===== config.mk =====
export PLATFORM = sky130hd
export DESIGN_NAME = ctl_timing_decode
export DESIGN_NICKNAME = d
export VERILOG_FILES = /design/src/rtl/ctl_timing_pkg.sv /design/src/rtl/ctl_step_counter.sv /design/src/rtl/ctl_opcode_decode.sv /design/src/rtl/ctl_path_select.sv /design/src/rtl/ctl_timing_decode.sv
export SDC_FILE = /design/constraint.sdc
export NUM_CORES = 1
export LEC_CHECK = 0
export BUFFER_PORTS_ARGS = -buffer_cell sky130_fd_sc_hd__buf_2
export CAP_MARGIN = 10
export CORE_ASPECT_RATIO = 1.25
export CORE_MARGIN = 4
export CORE_UTILIZATION = 47
export DETAILED_ROUTE_END_ITERATION = 8
export PLACE_DENSITY = 0.86
export SLEW_MARGIN = 0
export SYNTH_ARGS = -nofsm -noshare
export SYNTH_HDL_FRONTEND = slang
export SYNTH_HIERARCHICAL = 1
export SYNTH_SLANG_ARGS = --single-unit

===== constraint.sdc =====
create_clock -name clk -period 2.33 [get_ports clk]
set_input_delay 0.233 -clock clk [delete_from_list [all_inputs] [get_ports clk]]
set_output_delay 0.233 -clock clk [all_outputs]
set_load 0.05 [all_outputs]

===== src/rtl/ctl_timing_pkg.sv =====
package ctl_timing_pkg;

  typedef struct packed {
    logic ind_read;
    logic direct;
    logic reg_exec;
    logic io_exec;
  } path_sel_t;

  // Four-way path choice taken in the decode-resolution step.
  function automatic path_sel_t pick_path(input logic at_t3, input logic d7, input logic ibit);
    path_sel_t p;
    p.ind_read = at_t3 & ~d7 &  ibit;
    p.direct   = at_t3 & ~d7 & ~ibit;
    p.reg_exec = at_t3 &  d7 & ~ibit;
    p.io_exec  = at_t3 &  d7 &  ibit;
    return p;
  endfunction

  // Step counter returns to zero after a short instruction or a finished memory one.
  function automatic logic clear_request(input logic at_t3, input logic late, input logic d7,
                                         input logic done);
    return (at_t3 & d7) | (late & ~d7 & done);
  endfunction

endpackage


===== src/rtl/ctl_step_counter.sv =====
module ctl_step_counter #(
  parameter int STEP_W = 4,
  localparam int NSTEP = 1 << STEP_W
) (
  input  logic             clk,
  input  logic             rst,
  input  logic             sc_clr,
  input  logic             sc_inc,
  output logic [NSTEP-1:0] t_line
);
  logic [STEP_W-1:0] sc;

  always_ff @(posedge clk) begin
    if (rst || sc_clr) sc <= '0;
    else if (sc_inc)   sc <= sc + 1'b1;
  end

  for (genvar g = 0; g < NSTEP; g++) begin : g_step
    assign t_line[g] = (sc == STEP_W'(g));
  end

  // increment moves the active line up by one position (modulo NSTEP)
  a_r2_advance: assert property (@(posedge clk) disable iff (rst)
    (sc_inc && !sc_clr) |=> (t_line == {$past(t_line[NSTEP-2:0]), $past(t_line[NSTEP-1])}));

  // one step line at a time once out of reset
  a_r2_onehot: assert property (@(posedge clk) disable iff (rst)
    $past(rst) || !$past(rst) |-> $onehot(t_line));

endmodule


===== src/rtl/ctl_opcode_decode.sv =====
module ctl_opcode_decode #(
  parameter int WORD_W = 16,
  parameter int OP_W   = 3,
  localparam int NOP   = 1 << OP_W,
  localparam int OP_HI = WORD_W - 2,
  localparam int OP_LO = WORD_W - 1 - OP_W
) (
  input  logic              clk,
  input  logic              rst,
  input  logic [WORD_W-1:0] instr_word,
  input  logic              ld_ir,
  input  logic              ld_dec,
  output logic [NOP-1:0]    d_line,
  output logic              ind_bit,
  output logic [OP_LO-1:0]  ir_operand
);
  logic [WORD_W-1:0] ir;
  logic [NOP-1:0]    dec_line;

  always_ff @(posedge clk) begin
    if (rst)        ir <= '0;
    else if (ld_ir) ir <= instr_word;
  end

  for (genvar g = 0; g < NOP; g++) begin : g_op
    assign dec_line[g] = (ir[OP_HI:OP_LO] == OP_W'(g));
  end

  always_ff @(posedge clk) begin
    if (rst) begin
      d_line  <= '0;
      ind_bit <= 1'b0;
    end else if (ld_dec) begin
      d_line  <= dec_line;
      ind_bit <= ir[WORD_W-1];
    end
  end

  assign ir_operand = ir[OP_LO-1:0];

  // opcode lines and indirect flag change only on the decode step
  a_r4_hold: assert property (@(posedge clk) disable iff (rst)
    !ld_dec |=> ($stable(d_line) && $stable(ind_bit)));

  // after a decode step exactly one opcode line is raised
  a_r4_onehot: assert property (@(posedge clk) disable iff (rst)
    ld_dec |=> $onehot(d_line));

  // the operand field follows the word latched on the load step
  a_r3_latch: assert property (@(posedge clk) disable iff (rst)
    ld_ir |=> (ir_operand == $past(instr_word[OP_LO-1:0])));

endmodule


===== src/rtl/ctl_path_select.sv =====
module ctl_path_select
  import ctl_timing_pkg::*;
(
  input  logic t_fetch0,
  input  logic t_fetch1,
  input  logic t_path,
  input  logic t_late,
  input  logic d7,
  input  logic ibit,
  input  logic exec_done,
  output logic fetch_ar_pc,
  output logic fetch_ir_mem,
  output logic fetch_pc_inc,
  output logic path_ind_read,
  output logic path_direct,
  output logic path_reg_exec,
  output logic path_io_exec,
  output logic sc_clr,
  output logic sc_inc
);
  path_sel_t sel;

  always_comb begin
    sel           = pick_path(t_path, d7, ibit);
    path_ind_read = sel.ind_read;
    path_direct   = sel.direct;
    path_reg_exec = sel.reg_exec;
    path_io_exec  = sel.io_exec;
    fetch_ar_pc   = t_fetch0;
    fetch_ir_mem  = t_fetch1;
    fetch_pc_inc  = t_fetch1;
    sc_clr        = clear_request(t_path, t_late, d7, exec_done);
    sc_inc        = ~sc_clr;
  end

endmodule


===== src/rtl/ctl_timing_decode.sv =====
module ctl_timing_decode #(
  parameter int STEP_W   = 4,
  parameter int WORD_W   = 16,
  parameter int OP_W     = 3,
  parameter int MEM_STEP = 4,
  localparam int NSTEP   = 1 << STEP_W,
  localparam int NOP     = 1 << OP_W,
  localparam int OPND_W  = WORD_W - 1 - OP_W
) (
  input  logic              clk,
  input  logic              rst,
  input  logic [WORD_W-1:0] instr_word,
  input  logic              exec_done,
  output logic [NSTEP-1:0]  t_line,
  output logic [NOP-1:0]    d_line,
  output logic              ind_bit,
  output logic [OPND_W-1:0] ir_operand,
  output logic              fetch_ar_pc,
  output logic              fetch_ir_mem,
  output logic              fetch_pc_inc,
  output logic              path_ind_read,
  output logic              path_direct,
  output logic              path_reg_exec,
  output logic              path_io_exec
);
  logic sc_clr, sc_inc;
  logic t_late;

  assign t_late = |t_line[NSTEP-1:MEM_STEP];

  ctl_step_counter #(.STEP_W(STEP_W)) u_sc (
    .clk    (clk),
    .rst    (rst),
    .sc_clr (sc_clr),
    .sc_inc (sc_inc),
    .t_line (t_line)
  );

  ctl_opcode_decode #(.WORD_W(WORD_W), .OP_W(OP_W)) u_dec (
    .clk        (clk),
    .rst        (rst),
    .instr_word (instr_word),
    .ld_ir      (t_line[1]),
    .ld_dec     (t_line[2]),
    .d_line     (d_line),
    .ind_bit    (ind_bit),
    .ir_operand (ir_operand)
  );

  ctl_path_select u_path (
    .t_fetch0      (t_line[0]),
    .t_fetch1      (t_line[1]),
    .t_path        (t_line[3]),
    .t_late        (t_late),
    .d7            (d_line[NOP-1]),
    .ibit          (ind_bit),
    .exec_done     (exec_done),
    .fetch_ar_pc   (fetch_ar_pc),
    .fetch_ir_mem  (fetch_ir_mem),
    .fetch_pc_inc  (fetch_pc_inc),
    .path_ind_read (path_ind_read),
    .path_direct   (path_direct),
    .path_reg_exec (path_reg_exec),
    .path_io_exec  (path_io_exec),
    .sc_clr        (sc_clr),
    .sc_inc        (sc_inc)
  );

  // reset returns the step lines to T0
  a_r1_reset: assert property (@(posedge clk) rst |=> (t_line == NSTEP'(1)));

  // address fetch strobe is followed by the word-load strobe
  a_r3_fetch_order: assert property (@(posedge clk) disable iff (rst)
    fetch_ar_pc |=> fetch_ir_mem);

  // one path strobe in T3, none elsewhere
  a_r5_one_path: assert property (@(posedge clk) disable iff (rst)
    t_line[3] |-> $onehot({path_ind_read, path_direct, path_reg_exec, path_io_exec}));
  a_r5_no_path: assert property (@(posedge clk) disable iff (rst)
    !t_line[3] |-> ({path_ind_read, path_direct, path_reg_exec, path_io_exec} == 4'b0));

  // short instructions restart fetch
  a_r6_restart: assert property (@(posedge clk) disable iff (rst)
    (path_reg_exec || path_io_exec) |=> t_line[0]);

  // memory-reference words continue at T4
  a_r7_continue: assert property (@(posedge clk) disable iff (rst)
    (path_ind_read || path_direct) |=> t_line[MEM_STEP]);

  // completion pulse in a late step ends a memory-reference instruction
  a_r8_done: assert property (@(posedge clk) disable iff (rst)
    (exec_done && t_late && !d_line[NOP-1]) |=> t_line[0]);

  // completion pulse during fetch and decode does not disturb the sequence
  a_r10_fetch_t0: assert property (@(posedge clk) disable iff (rst)
    t_line[0] |=> t_line[1]);
  a_r10_fetch_t1: assert property (@(posedge clk) disable iff (rst)
    t_line[1] |=> t_line[2]);

endmodule


# Word-level counts from Yosys, hierarchy flattened

Index checks and enable logic that the tools add are counted.

Add/subtract/negate cells: 1
Multipliers: 0
Divide/modulo/power cells: 0
Order comparisons: 0
Equal/unequal tests: 22
Shifts and indexed selects: 0
Mux-type cells: 0
Bitwise gates (word level): 11
Reductions and logical operators: 4

Operators by type and width:

| cell                  | number |
|---|---|
| $eq A4 B4 Y1 const B  | 8 |
| $eq A4 B3 Y1 const B  | 4 |
| $eq A3 B3 Y1 const B  | 4 |
| $reduce_or A12 Y1     | 1 |
| $and A1 B1 Y1         | 8 |
| $eq A4 B2 Y1 const B  | 2 |
| $eq A3 B2 Y1 const B  | 2 |
| $add A4 B1 Y4 const B | 1 |
| $eq A4 B1 Y1 const B  | 1 |
| $logic_not A4 Y1      | 1 |
| $eq A3 B1 Y1 const B  | 1 |
| $logic_not A3 Y1      | 1 |
| $not A1 Y1            | 2 |
| $logic_or A1 B1 Y1    | 1 |
| $or A1 B1 Y1          | 1 |

Register bits after elaboration: 29
Bits in latches: 0
RAM bits: 0
Memory bits (read-only): 0
Input bits: 19
Output and inout bits: 44
Logic and storage cells: 42
Memories: 0

# Longest topological paths before layout

Gate-level depths: netlist of run 1.

Depth after elaboration: 6
Depth in mapped cells: 9
Mapped depth without buffers: 9

# Hierarchy

The synthesis of run 1 kept the hierarchy.

By module, submodules not included:

| module            | times used | cells each | area an instance (µm²) | seq. area each (µm²) |
|---|---|---|---|---|
| ctl_opcode_decode | 1          | 101        | 1019.7                 | 500.5 |
| ctl_step_counter  | 1          | 41         | 340.3                  | 80.1 |
| ctl_path_select   | 1          | 12         | 72.6                   | 0.0 |
| ctl_timing_decode | 1          | 4          | 23.8                   | 0.0 |

# Worst setup path before layout of run 1

No wires, ideal clock.

Path kind: reg-to-output
Start point: reg u_sc.sc[0]
End point: out path_direct
Arrival time: 2353 ps
Required time: 2097 ps
Slack: -256 ps
Cell stages (with the launch flop): 4
Path buffers: 0
Path through: dfxtp_1 ha_1 and2_1 nor3b_1

Cells in the longest elaborated chain, start to end: 3

RTL lines:

| item                        | RTL line                | text |
|---|---|---|
| start, declared             | ctl_step_counter.sv:11  | `logic [STEP_W-1:0] sc;` |
| start signal, assigned      | ctl_step_counter.sv:15  | `else if (sc_inc) sc <= sc + 1'b1;` |
| $eq A4 B2 Y1                | ctl_step_counter.sv:19  | `assign t_line[g] = (sc == STEP_W'(g));` |
| net t_line[3]               | ctl_timing_decode.sv:14 | `output logic [NSTEP-1:0] t_line,` |
| $and A1 B1 Y1 (2 in series) | ctl_timing_pkg.sv:14    | `p.direct = at_t3 & ~d7 & ~ibit;` |
| end, declared               | ctl_timing_decode.sv:22 | `output logic path_direct,` |

The timed path passes the listed nets, and every way through them passes these cells.

# Final worst setup path of run 1

Start point: reg u_sc.sc[1]
End point: reg u_sc.sc[0]

Cells in the longest elaborated chain, start to end: 6
Elaborated cells on any way between the ends: 19

RTL lines:

| item                                         | RTL line                | text |
|---|---|---|
| $eq A4 B3 Y1 or $eq A4 B4 Y1 (tied branches) | ctl_step_counter.sv:19  |  |
| $reduce_or A12 Y1 (*)                        | ctl_timing_decode.sv:29 | `assign t_late = \|t_line[NSTEP-1:MEM_STEP];` |
| net t_late                                   | ctl_timing_decode.sv:27 | `logic t_late;` |
| $and A1 B1 Y1 (*) (2 in series)              | ctl_timing_pkg.sv:23    | `return (at_t3 & d7) \| (late & ~d7 & done);` |
| $or A1 B1 Y1 (*)                             | ctl_timing_pkg.sv:23    |  |
| net sc_clr                                   | ctl_timing_decode.sv:26 | `logic sc_clr, sc_inc;` |
| $logic_or A1 B1 Y1                           | ctl_step_counter.sv:14  | `if (rst \|\| sc_clr) sc <= '0;` |

Mark *: on every way through the listed nets, which the timed path passes. The rest lies on a longest branch.
A chain may end at the register's enable or synchronous reset.

==> key figures, run 1 <==
Die
  – Die footprint: 4059 µm²
  – Rows: 22
  – Ports: 63
  – Die Span Y: about 70 µm
  – Core area: roughly 2900 µm²
  – Chip width: 57.79 µm
  – Starting Density: 49.45%

Detailed routing
  – Metal-1 WL: between 1000 and 1500 µm
  – Per-cell routed wire length: about 13 µm
  – Detailed Route WL: roughly 3100 µm
  – DR WL met3: 327 µm
  – Final antenna-violating net count: 0
  – Met2 wire length: between 1000 and 1500 µm
  – DRT iter0 DRCs: 30
  – Via density per instance: 5.077
  – Top layer in use: met4
  – # DRC: 0
  – Vias: 1,249
  – DRT Pass-1 Iters: 4

STA
  – Fmax: around 0.5 GHz
  – Final WS setup: about 0.27 ns
  – Minimum clock period: between 2 and 2.5 ns
  – Clock Skew: roughly 0.0039 ns
  – Final setup violation count: 0
  – Final hold violations: 0
  – Final slew viol count: 0
  – Slew @ Worst Pin: 0.4960 ns
  – Setup TNS: 0 ns
  – Hold WS: between 0.1 and 0.15 ns
  – RSZ-0062 raised after global routing: false
  – Slew headroom: 66.93%
  – Fin crit share: between 80% and 90%

Min path
  – Hold_sp: instr_word[5]
  – Worst Hold Class: in -> reg
  – Hold EP: u_dec/ir[5]$_SDFFE_PP0P_
  – Hold Path Stages: 3

Setup path
  – WP data required: around 2.6 ns
  – Crit Path Class: reg -> reg
  – Critical Path AT: ~2.3 ns
  – R2R depth: 9
  – Reg-to-Reg Start: u_sc/sc[1]$_SDFFE_PP0P_
  – CP max FO: 5
  – R2R Setup Slk: 0.27 ns
  – Setup crit start kind: register
  – Critical path startpoint: u_sc/sc[1]$_SDFFE_PP0P_
  – Setup crit end kind: register
  – R2r endpoint: u_sc/sc[0]$_SDFFE_PP0P_

Pwr
  – Leakage: between 0.0009 and 0.001 µW
  – Cell-internal power: roughly 1100 µW
  – Worst VDD drop: 678.4 µV
  – Logic pwr share: 42.6%
  – Switch share: 41.86%
  – Reg power frac: around a third
  – Pwr dens: slightly above 1000 nW/µm²
  – Part of the power in the clock network: 23.2%
  – Psw: about 760 µW

Global route
  – Largest net degree at the start of global routing: 29
  – Overall global routing resource usage: between 15 and 20%
  – Gr ovfl total: 0
  – Vias in the first global route: around 1.2k
  – First-pass GRT wire length: ~5000 µm
  – Initial antenna violation count: 0

Logic synthesis
  – Post-synth top area share: around 40%
  – Post-synth EDFFs: 0
  – Post-synth top cells: dfxtp_1, nor2_1, mux2i_1
  – Yosys Warn Count: 6
  – Net Count, Synth: around 180
  – Synth top area cells: dfxtp_1, mux2i_1, buf_4, nor2_1, and2_1
  – Ys async rst share: 0%
  – Flops & latches, synth: 29
  – Cell variety after synth: 31
  – Yosys top cell by area: dfxtp_1
  – Mean post-synth cell area: 9.218 µm²
  – Seq/Total Area, Yosys: roughly two fifths
  – Mapped Cells: ~160
  – Count leader, synth: dfxtp_1
  – Ys flop type: dfxtp_1
  – Area of the mapped netlist: about 1500 µm²

Finish
  – # fillers: 280
  – Fin util: around 60%
  – Share of layout cells above drive strength 1: between 30 and 40%
  – Post-route cell area: around 1800 µm²
  – # diodes: 0
  – Layout Nets: 232
  – Area delta synth->final: 22.94%

Placed design
  – IO Port Bufs: 62
  – DP HPWL: about 2200 µm
  – Pre-CTS setup slack: between 0.2 and 0.3 ns
  – Cell Area, Placed: around 1700 µm²
  – Gpl congestion: slightly below 0.9

Job
  – Maxcap violations: 0

CTS
  – Root buf cell: clkbuf_4
  – Hold bufs inserted after CTS: 0
  – Clock net sink count: 29
  – Clock Latency Late Sink: roughly 0.32 ns
  – Clk buf depth: 2
  – Clock transition at the registers of the reported paths: about 0.090 ns
  – TritonCTS clock tree: done
  – H-tree depth: 2
  – CTS Buf Count: 5

Outcome
  – Outcome: completed
## stage by stage
stage / instances / power, µW
floorplan: 158 / 1315
global placement: 238 / 1396
detailed placement: 238 / 1407
CTS: 246 / 1838
global route: 246 / 1918
finish: 246 / 1821
## cell type report
cell class / instances / area, µm² / share of cell area, %
Multi-Input combinational cell: 106 / 738.2 / 41.23
Sequential cell: 29 / 581.8 / 32.49
Timing Repair Buffer: 65 / 332.8 / 18.59
Clock buffer: 7 / 55.05 / 3.075
Tap cell: 36 / 45.04 / 2.516
Clock inverter: 1 / 30.03 / 1.677
Inverter: 2 / 7.507 / 0.4193
## routing by layer
metal,vias up,GRT usage [%]
met3,12,6.285
met5,-,0
met4,0,8.505
met2,57,26.88
li1,628,-
met1,552,17.59
## timing repair
action	CTS	global route
resized for setup	0	2
endpoints found under the setup margin	0	1
setup buffers	0	0
endpoints found under the hold margin	0	0
## cell usage in the layout (no fill, tap or decap), drive strengths merged, types with 2 or more instances in the layout
cell and count:
inv 2, and2 12, a21oi 9, mux2i 18
nand4 2, buf 65, nor2 21, clkbuf 7
nand2 3, nor3b 2, nand4b 3, ha 4
nand2b 8, nand4bb 3, nor4 3, and3 5
dfxtp 29
## power by group through the flow
stage                     Sequential (µW)  Combinational (µW)  Clock, µW
after detailed placement              631                 777          0
after global placement                629                 767          0
after floorplan                       644                 670          0
after global routing                  636                 830        451
final                                 623                 776        422
after CTS                             622                 781        435
## registers in the layout, indices dropped and copies added, names as in the netlist
register / cells
u_sc/sc: 4
u_dec/ir: 16
u_dec/ind_bit: 1
u_dec/d_line: 8
## worst max-delay path, cell delays in order (launching register included)
cell	delay [ns]
dfxtp_1	0.40
inv_1	0.08
ha_1	0.21
and3_1	0.19
nor4_1	0.28
nand3_1	0.11
nand2_1	0.09
o21ai_0	0.13
or2_2	0.36
nor2_1	0.13
## kinds of logic after synthesis
group,Yosys count,share of synthesized area (%)
simple gates,70,28.09
mux,19,13.14
flops,29,39.86
xor+xnor,1,0.6015
compound gates,12,4.639
buf+inv,23,10.22
fa+ha+maj,4,3.437
## how the worst max path moves through the flow
stage / end / slack [ns]
floorplan: u_sc/sc[3]$_SDFFE_PP0P_ / 0.09
global placement: u_sc/sc[3]$_SDFFE_PP0P_ / 0.34
detailed placement: u_sc/sc[1]$_SDFFE_PP0P_ / 0.28
CTS: u_sc/sc[0]$_SDFFE_PP0P_ / 0.21
global route: u_sc/sc[2]$_SDFFE_PP0P_ / 0.001
finish: u_sc/sc[0]$_SDFFE_PP0P_ / 0.27
Power figures use the tool's default switching activity.
==> run 2: changes to the inputs <==
CELL_PAD_IN_SITES_DETAIL_PLACEMENT = 1   (was not set)
CELL_PAD_IN_SITES_GLOBAL_PLACEMENT = 1   (was not set)
CORE_MARGIN = 5   (was 4)
CORE_UTILIZATION = 34   (was 47)
==> run 2 against run 1 <==
Against the previous run: largest power group unchanged; setup slack worse by 0.048 ns; total power up 6.5%; routed wire length up 17%; clock-buffer cell count unchanged; combinational power up 1%; core utilization down 16 points.
==> key figures, run 2 (same netlist as run 1, synthesis figures left out) <==
Setup path
  – R2R depth: 9 (unchanged)
  – Setup crit end kind: register
  – R2R Setup Slk: 0.22 ns (-0.05 ns)
  – R2r endpoint: u_sc/sc[2]$_SDFFE_PP0P_
  – Critical path startpoint: u_sc/sc[0]$_SDFFE_PP0P_
  – Setup crit start kind: register
  – Reg-to-Reg Start: u_sc/sc[0]$_SDFFE_PP0P_
  – Critical Path AT: 2.32 ns (about the same)
  – WP data required: 2.54 ns (-0.04 ns)
  – Crit Path Class: reg -> reg
  – CP max FO: 5 (unchanged)

Job
  – Maxcap violations: 0 (unchanged)

CTS
  – Clock transition at the registers of the reported paths: 0.06 ns (-0.03 ns)
  – Clk buf depth: 2 (unchanged)
  – CTS Buf Count: 5 (unchanged)
  – Clock net sink count: 29 (unchanged)
  – Hold bufs inserted after CTS: 0 (unchanged)
  – PostCTS Resize Cnt: 0 (unchanged)
  – Root buf cell: clkbuf_8
  – TritonCTS clock tree: done
  – H-tree depth: 2 (unchanged)
  – Setup repair bufs after CTS: 0 (unchanged)
  – Clock Latency Late Sink: 0.27 ns (-0.05 ns)

Global route
  – Initial antenna violation count: 0 (unchanged)
  – Vias in the first global route: 1,296 (+10%)
  – Gr ovfl total: 0 (unchanged)
  – Largest net degree at the start of global routing: 29 (unchanged)
  – Overall global routing resource usage: 13.21% (-3.1 points)
  – First-pass GRT wire length: 5706 µm (+11%)

STA
  – Final slew viol count: 0 (unchanged)
  – Setup TNS: 0 ns (unchanged)
  – Minimum clock period: 2.108 ns (+0.04824 ns)
  – Final WS setup: 0.2222 ns (-0.04824 ns)
  – Clock Skew: 0.002867 ns (-0.001032 ns)
  – Final hold violations: 0 (unchanged)
  – Final setup violation count: 0 (unchanged)
  – Fin crit share: 90.46% (+2.1 points)
  – RSZ-0062 raised after global routing: false
  – Fmax: 0.4744 GHz (-2.3%)
  – Slew headroom: 65.90% (-1.0 points)
  – Slew @ Worst Pin: 0.5115 ns (+0.01549 ns)

Pwr
  – Cell-internal power: 1150 µW (+8.6%)
  – Pwr dens: 1055 nW/µm² (+3.7%)
  – Psw: 789.9 µW (+3.6%)
  – Worst VDD drop: 416.3 µV (-39%)
  – Switch share: 40.71% (-1.1 points)
  – Logic pwr share: 40.5% (-2.1 points)
  – Reg power frac: 32.2% (-2.0 points)
  – Leakage: 0.0009122 µW (+1.2%)
  – Tot Pwr: 1940 µW (+6.5%)
  – Part of the power in the clock network: 27.4% (+4.2 points)

Die
  – Core area: 4131 µm² (+40%)
  – Die footprint: 5701 µm² (+40%)
  – Rows: 26 (+18%)
  – Starting Density: 35.25% (-14 points)
  – Die Span Y: 83.18 µm (+18%)
  – Ports: 63 (unchanged)
  – Chip width: 68.54 µm (+19%)

Finish
  – Area delta synth->final: 26.29%
  – Max reg flops: 16 (unchanged)
  – Top reg by flops: u_dec/ir
  – Most frequent cells in the layout: buf_2, dfxtp_1, nor2_1
  – Largest regs: u_dec/ir: 16 flops, u_dec/d_line: 8 flops, u_sc/sc: 4 flops
  – # diodes: 0 (unchanged)
  – Fin util: 44.52% (-16 points)
  – Most common cell after layout, fill and taps aside: buf_2
  – Share of layout cells above drive strength 1: 35.71% (-0.95 points)
  – Post-route cell area: 1839 µm² (+2.7%)
  – Layout Nets: 232 (unchanged)

Detailed routing
  – # DRC: 0 (unchanged)
  – DRT Pass-1 Iters: 3 (-1)
  – Per-cell routed wire length: 13.72 µm (+8.3%)
  – Detailed Route WL: 3649 µm (+17%)
  – Final antenna-violating net count: 0 (unchanged)
  – Vias: 1,285 (+2.9%)
  – DRT iter0 DRCs: 26 (-13%)
  – Via density per instance: 4.831 (-4.9%)

Placed design
  – Pre-CTS setup slack: 0.2333 ns (-0.04909 ns)
  – Cell Area, Placed: 1723 µm² (+1.5%)
  – Gpl congestion: 0.8184 (-5.8%)
  – IO Port Bufs: 62 (unchanged)
  – DP HPWL: 2813 µm (+26%)

Min path
  – Hold EP: u_dec/ir[0]$_SDFFE_PP0P_
  – Hold Path Stages: 3 (unchanged)
  – Hold_sp: instr_word[0]
  – Worst Hold Class: in -> reg

Outcome
  – Outcome: completed
==> run 2: worst max-delay path by stage <==
stage / end / slack, ns / cells past startpoint
after floorplan: u_sc/sc[3]$_SDFFE_PP0P_ / 0.09 / 9
after global placement: u_sc/sc[3]$_SDFFE_PP0P_ / 0.31 / 9
after detailed placement: u_sc/sc[2]$_SDFFE_PP0P_ / 0.23 / 9
after CTS: u_sc/sc[2]$_SDFFE_PP0P_ / 0.19 / 9
after global routing: u_sc/sc[2]$_SDFFE_PP0P_ / 0.006 / 9
final: u_sc/sc[2]$_SDFFE_PP0P_ / 0.22 / 9
==> run 2: critical path, stage by stage (launching register included) <==
cell	delay, ns
dfxtp_1	0.41
inv_1	0.09
ha_1	0.24
and3_1	0.20
nor4_1	0.28
nand3_1	0.11
nand2_1	0.09
o21ai_0	0.14
or2_2	0.37
a21oi_1	0.11
==> run 2: area by class of cell <==
| cell class | instances | area, µm² |
|---|---|---|
| Inverter | 2 | 7.507 |
| Fill cell | 505 | 2292 |
| Sequential cell | 29 | 580.6 |
| Tap cell | 56 | 70.07 |
| Multi-Input combinational cell | 106 | 732.0 |
| Clock buffer | 7 | 86.33 |
| Clock inverter | 1 | 30.03 |
| Timing Repair Buffer | 65 | 332.8 |
==> run 2: power groups by stage <==
stage                     Combinational [µW]  Sequential (µW)  Clock, µW
final                                    785              624        531
after CTS                                800              625        554
after global routing                     839              635        591
after global placement                   777              629          0
after floorplan                          670              644          0
after detailed placement                 797              635          0
==> run 2: metrics by stage <==
stage / hold WS [ns] / instances
2_1_floorplan: 0.3802 / 158
3_3_place_gp: 0.4570 / 258
3_5_place_dp: 0.4635 / 258
4_1_cts: 0.1849 / 266
5_1_grt: 0.1862 / 266
6_report: 0.1921 / 266
==> run 2: per-layer routing <==
| metal | GRT usage [%] | part of all wire (%) | up-vias |
|---|---|---|---|
| met5 | 0 | 0 | - |
| met4 | 5.787 | 1.6 | 0 |
| met1 | 12.93 | 37 | 601 |
| met2 | 23.28 | 52 | 51 |
| li1 | - | - | 626 |
| met3 | 5.270 | 9.2 | 7 |
